## src/rtl/rob_pkg.sv

```systemverilog
package rob_pkg;
  // Per-slot progress record stored in every line.
  typedef struct packed {
    logic done;
    logic exc;
    logic misp;
  } slot_st_t;
endpackage

```

## src/rtl/rob_ptrs.sv

```systemverilog
module rob_ptrs #(
  parameter int NLINES = 24,
  parameter int LW     = 5,
  parameter int OW     = 5
) (
  input  logic          clk,
  input  logic          rst_n,
  input  logic          push,
  input  logic          pop,
  input  logic          flush,
  output logic [LW-1:0] head,
  output logic [LW-1:0] tail,
  output logic [OW-1:0] occ
);

  function automatic logic [LW-1:0] step(input logic [LW-1:0] p);
    return (p == LW'(NLINES - 1)) ? '0 : p + 1'b1;
  endfunction

  always_ff @(posedge clk) begin
    if (!rst_n) begin
      head <= '0;
      tail <= '0;
      occ  <= '0;
    end else if (flush) begin
      // Discard every line: head catches up with tail.
      head <= tail;
      occ  <= '0;
    end else begin
      if (push) tail <= step(tail);
      if (pop)  head <= step(head);
      occ <= occ + OW'(push) - OW'(pop);
    end
  end

endmodule

```

## src/rtl/rob_store.sv

```systemverilog
module rob_store
  import rob_pkg::*;
#(
  parameter int NLINES = 24,
  parameter int SLOTS  = 3,
  parameter int DEST_W = 6,
  parameter int LW     = 5,
  parameter int SW     = 2
) (
  input  logic                      clk,
  input  logic                      rst_n,
  input  logic                      push,
  input  logic [LW-1:0]             tail,
  input  logic [SLOTS-1:0]          mask,
  input  logic [SLOTS*DEST_W-1:0]   dest,
  input  logic                      wb_en,
  input  logic [LW-1:0]             wb_line,
  input  logic [SW-1:0]             wb_slot,
  input  logic                      wb_exc,
  input  logic                      wb_misp,
  input  logic [LW-1:0]             head,
  output logic [SLOTS-1:0]          head_vld,
  output slot_st_t [SLOTS-1:0]      head_st,
  output logic [SLOTS*DEST_W-1:0]   head_dst
);

  logic [SLOTS-1:0]        vld_q [NLINES];
  slot_st_t [SLOTS-1:0]    st_q  [NLINES];
  logic [SLOTS*DEST_W-1:0] dst_q [NLINES];

  logic wb_hit;
  assign wb_hit = wb_en && (int'(wb_slot) < SLOTS) && (int'(wb_line) < NLINES);

  always_ff @(posedge clk) begin
    if (!rst_n) begin
      for (int l = 0; l < NLINES; l++) begin
        vld_q[l] <= '0;
        st_q[l]  <= '0;
      end
    end else begin
      if (wb_hit) begin
        st_q[wb_line][wb_slot].done <= 1'b1;
        st_q[wb_line][wb_slot].exc  <= st_q[wb_line][wb_slot].exc  | wb_exc;
        st_q[wb_line][wb_slot].misp <= st_q[wb_line][wb_slot].misp | wb_misp;
      end
      // A fresh line overrides any stale report aimed at the same index.
      if (push) begin
        vld_q[tail] <= mask;
        st_q[tail]  <= '0;
        dst_q[tail] <= dest;
      end
    end
  end

  assign head_vld = vld_q[head];
  assign head_st  = st_q[head];
  assign head_dst = dst_q[head];

endmodule

```

## src/rtl/rob_head_eval.sv

```systemverilog
module rob_head_eval
  import rob_pkg::*;
#(
  parameter int SLOTS = 3,
  parameter int SW    = 2
) (
  input  logic                 nonempty,
  input  logic [SLOTS-1:0]     vld,
  input  slot_st_t [SLOTS-1:0] st,
  output logic                 eligible,
  output logic                 fault,
  output logic [SW-1:0]        fslot,
  output logic                 fexc,
  output logic [SLOTS-1:0]     keep
);

  logic blk;
  logic ok;

  // Walk the slots oldest first; stop counting at the first flagged slot.
  always_comb begin
    blk   = 1'b0;
    ok    = 1'b1;
    fslot = '0;
    fexc  = 1'b0;
    keep  = '0;
    for (int s = 0; s < SLOTS; s++) begin
      if (vld[s] && !blk) begin
        if (!st[s].done) ok = 1'b0;
        if (st[s].exc || st[s].misp) begin
          blk   = 1'b1;
          fslot = SW'(s);
          fexc  = st[s].exc;
        end else begin
          keep[s] = 1'b1;
        end
      end
    end
    eligible = nonempty && ok;
    fault    = blk;
  end

endmodule

```

## src/rtl/line_rob.sv

```systemverilog
module line_rob
  import rob_pkg::*;
#(
  parameter  int NLINES = 24,
  parameter  int SLOTS  = 3,
  parameter  int DEST_W = 6,
  localparam int LW     = $clog2(NLINES),
  localparam int SW     = $clog2(SLOTS),
  localparam int OW     = $clog2(NLINES + 1),
  localparam int TW     = LW + SW
) (
  input  logic                    clk,
  input  logic                    rst_n,
  input  logic                    alloc_valid,
  output logic                    alloc_ready,
  input  logic [SLOTS-1:0]        alloc_mask,
  input  logic [SLOTS*DEST_W-1:0] alloc_dest,
  output logic [LW-1:0]           alloc_line,
  input  logic                    wb_valid,
  input  logic [TW-1:0]           wb_tag,
  input  logic                    wb_exc,
  input  logic                    wb_misp,
  output logic                    retire_valid,
  output logic [SLOTS-1:0]        retire_mask,
  output logic [SLOTS*DEST_W-1:0] retire_dest,
  output logic [LW-1:0]           retire_line,
  output logic                    redirect,
  output logic                    redirect_exc,
  output logic [TW-1:0]           redirect_tag
);

  localparam logic [OW-1:0] FULL = OW'(NLINES);

  logic [LW-1:0]        head, tail;
  logic [OW-1:0]        occ;
  logic                 push, pop, flush, wb_en;
  logic [SLOTS-1:0]     head_vld, keep;
  slot_st_t [SLOTS-1:0] head_st;
  logic                 eligible, fault, fexc;
  logic [SW-1:0]        fslot;

  assign flush       = eligible && fault;
  assign pop         = eligible && !fault;
  assign alloc_ready = (occ < FULL) && !flush;
  assign push        = alloc_valid && alloc_ready;
  assign wb_en       = wb_valid && !flush;

  rob_ptrs #(.NLINES(NLINES), .LW(LW), .OW(OW)) u_ptrs (
    .clk(clk), .rst_n(rst_n), .push(push), .pop(pop), .flush(flush),
    .head(head), .tail(tail), .occ(occ)
  );

  rob_store #(.NLINES(NLINES), .SLOTS(SLOTS), .DEST_W(DEST_W), .LW(LW), .SW(SW)) u_store (
    .clk(clk), .rst_n(rst_n), .push(push), .tail(tail), .mask(alloc_mask),
    .dest(alloc_dest), .wb_en(wb_en), .wb_line(wb_tag[TW-1:SW]),
    .wb_slot(wb_tag[SW-1:0]), .wb_exc(wb_exc), .wb_misp(wb_misp),
    .head(head), .head_vld(head_vld), .head_st(head_st), .head_dst(retire_dest)
  );

  rob_head_eval #(.SLOTS(SLOTS), .SW(SW)) u_eval (
    .nonempty(occ != '0), .vld(head_vld), .st(head_st),
    .eligible(eligible), .fault(fault), .fslot(fslot), .fexc(fexc), .keep(keep)
  );

  assign alloc_line   = tail;
  assign retire_valid = eligible && (keep != '0);
  assign retire_mask  = keep;
  assign retire_line  = head;
  assign redirect     = flush;
  assign redirect_exc = fexc;
  assign redirect_tag = {head, fslot};

endmodule

```

## config.mk

```make
export PLATFORM = sky130hd
export DESIGN_NAME = line_rob
export DESIGN_NICKNAME = d
export VERILOG_FILES = /design/src/rtl/rob_pkg.sv /design/src/rtl/rob_ptrs.sv /design/src/rtl/rob_store.sv /design/src/rtl/rob_head_eval.sv /design/src/rtl/line_rob.sv
export SDC_FILE = /design/constraint.sdc
export NUM_CORES = 1
export LEC_CHECK = 0
export ABC_AREA = 0
export ABC_CLOCK_PERIOD_IN_PS = 9970
export BUFFER_PORTS_ARGS = -buffer_cell sky130_fd_sc_hd__buf_2
export CORE_MARGIN = 1.5
export CORE_UTILIZATION = 48
export DETAILED_ROUTE_END_ITERATION = 8
export HOLD_SLACK_MARGIN = 0.05
export PLACE_DENSITY_LB_ADDON = 0.12
export SLEW_MARGIN = 20
export SYNTH_ARGS = -nofsm -noshare
export SYNTH_HDL_FRONTEND = slang
export SYNTH_SLANG_ARGS = --single-unit
```

## constraint.sdc

```tcl
create_clock -name clk -period 9.97 [get_ports clk]
set_clock_uncertainty 0.05 [all_clocks]
set_input_delay 0.997 -clock clk [delete_from_list [all_inputs] [get_ports clk]]
set_output_delay 0.997 -clock clk [all_outputs]
set_load 0.01 [all_outputs]
```

==> reports/qor.yml <==
grt_pass1_vias: 23067
drt_iter0_drc: 2606
required_ns: 10.16
period_needed_ns: 6.89
power.leakage_nw: 13.2
met1Wirelength_um: 41900
grt_usage: 0.264
ys_seq_elements: 836
async_reset_ff_frac: 0
start_kind: "flip-flop"
relSlewSlack: 0.163
cts_sinks: 836
drive_above_1_share: 0.223
drtPass1Iterations: 8
critical_path.cell_chain: "buf_12 > mux4_2 > mux4_2 > mux2_2 > a211o_1 > o2bb2ai_2 > o211ai_4 > nand3_1 > nor2_4"
via_per_inst: 6.43
wire_per_inst_um: 28.3
worst-slew-pin-transition_ns: 1.25
overflow: 0
fmax_mhz: 145
synth_edf_count: 528
dp_cells: 3421
finalHoldViolCount: 0
synthDistinctLibCells: 62
drc: 0
synth.cells.most_frequent: "edfxtp_1 (528), dfxtp_1 (308), mux4_2 (264)"
dr_wl_met3_um: 7130
critical_path_class: "flip-flop to flip-flop"
syn_area_per_cell_um2: 14.2
grt_antenna_before_repair: 2
dr_wl_met2_um: 48200
synth_top_area_share: 0.437
rows: 100
finalSetupTns_ns: 0
yosysWarnings: 0
yosysSeqAreaShare: 0.607
peakVddDrop_uv: 204
routed_wl_um: 102000
drv_cap: 0
io_buffer_count: 75
path_common_cell: "mux4_2"
grt_max_degree: 130
die_w_um: 278
synth_area_leaders: "edfxtp_1 (44%), dfxtp_1 (17%), mux4_2 (16%), a21oi_1 (2.5%), mux2i_1 (2.4%)"
worstSetupEndpointType: "flip-flop"
cts_tree: "built"
cp_slowest_stage_delay_ns: 1.17
fin_crit_sh: 0.691
dieHeight_um: 278
status: "completed"
synth.net_count: 2596
nets: 2595
insertion_delay_ns: 0.65
cts_buffers: 88
power.density_nw_per_um2: 210
start_util: 0.486
setup_viol_count_final: 0
yosys.area.top_type: "edfxtp_1"
grt_pass1_wl_um: 152000
dp_hpwl_um: 62600
max-clock-path-buffers: 3
area_growth_pct: 11.9
cts-resized-gates: 0
gp_congestion: 0.894
ios: 76
cp_slowest_cell: "nor2_4"
cts-root-buf: "clkbuf_16"
drv_slew: 0
htreeDepth: 3
routed.top_layer: "met5"
instances_no_fill: 3592
cp.arrival_ns: 7.08
rsz0062_at_grt: "false"
synth-main-ff-cell: "edfxtp_1"
cts_hold_buffers: 0
cts_setup_buffers: 0
clk_pin_slew_ns: 0.06
min_path_type: "flip-flop to flip-flop"
core_um2: 74700
cp_max_fo: 110
yosysMostFrequentCell: "edfxtp_1"
dieArea_um2: 77300
netlist_area_um2: 36300
synthCells: 2549
vias: 23091
antenna_left: 0
[layer usage]
layer / GRT usage / vias up
li1: - / 9946
met1: 0.361 / 11834
met2: 0.420 / 1061
met3: 0.0406 / 248
met4: 0.118 / 2
met5: 0 / -
[final cells by class]
cell class	instances	area (um2)
Multi-Input combinational cell	1478	13400
Sequential cell	836	22000
Fill cell	6032	34100
Inverter	27	104
Clock buffer	125	2500
Timing Repair Buffer	117	830
Clock inverter	39	470
Tap cell	969	1210
Antenna cell	1	2.50
[metrics by stage]
stage	power (mW)	cell area [um2]	setup WS, ns	hold slack, ns	utilization
detailed placement	5.29	37500	3.03	0.397	0.502
floorplan	4.90	36300	5.66	0.379	-
global route	8.83	40600	2.77	0.425	0.544
global placement	5.28	37500	3.09	0.388	0.501
CTS	8.60	40400	3.04	0.405	0.542
finish	8.52	40600	3.08	0.407	0.544
[critical path: cells and delay by family, from the launching register on]
kind | cells | cell delay [ns]
compound gates | 3 | 1.14
buf+inv | 1 | 0.48
flops | 1 | 0.87
mux | 3 | 1.44
simple gates | 2 | 2.04
[cell usage in the layout (no fill, tap or decap), types with 84 or more instances in the layout]
cell type / instances
a21oi_1: 180
clkbuf_16: 89
dfxtp_1: 303
edfxtp_1: 528
mux2i_1: 86
mux4_2: 264
nand2_1: 118
nand3_1: 132
nor2_1: 136
nor2b_1: 84
o211ai_1: 95
[kinds of logic after synthesis]
logic type | count (synthesis) | synth area share
flip-flops | 836 | 0.607
adder cells (fa/ha/maj) | 13 | 0.00469
multiplexers | 353 | 0.188
AO/OA/AOI/OAI | 459 | 0.0829
XOR/XNOR | 4 | 0.000965
buffers and inverters | 235 | 0.0279
AND/OR/NAND/NOR | 649 | 0.0882
[sequential cells by signal, indices dropped and copies added (netlist names), named ones only]
name,cells
u_ptrs.head,5
u_ptrs.occ,5
u_ptrs.tail,5
u_store.dst_q,432
u_store.st_q,288
u_store.vld_q,96
[worst paths after layout]
check | cells past startpoint | slack [ns] | to | from
worst max-delay path | 9 | 3.08 | u_store.dst_q[17][16] | flip-flop
worst min-delay path | 2 | 0.41 | u_store.st_q[7][2] | u_store.st_q[7][2]
worst max register to register | 9 | 3.08 | u_store.dst_q[17][16] | flip-flop
worst min register to register | 2 | 0.41 | u_store.st_q[7][2] | u_store.st_q[7][2]
[where the power goes]
part	switching [mW]	total, mW	leakage [nW]	internal, mW
combinational	0.739	1.38	4.43	0.641
clock	1.38	3.32	1.46	1.94
sequential	0.101	3.82	7.33	3.72
total	2.22	8.52	13.2	6.30
Note: power is estimated with default switching activity, not from simulation.
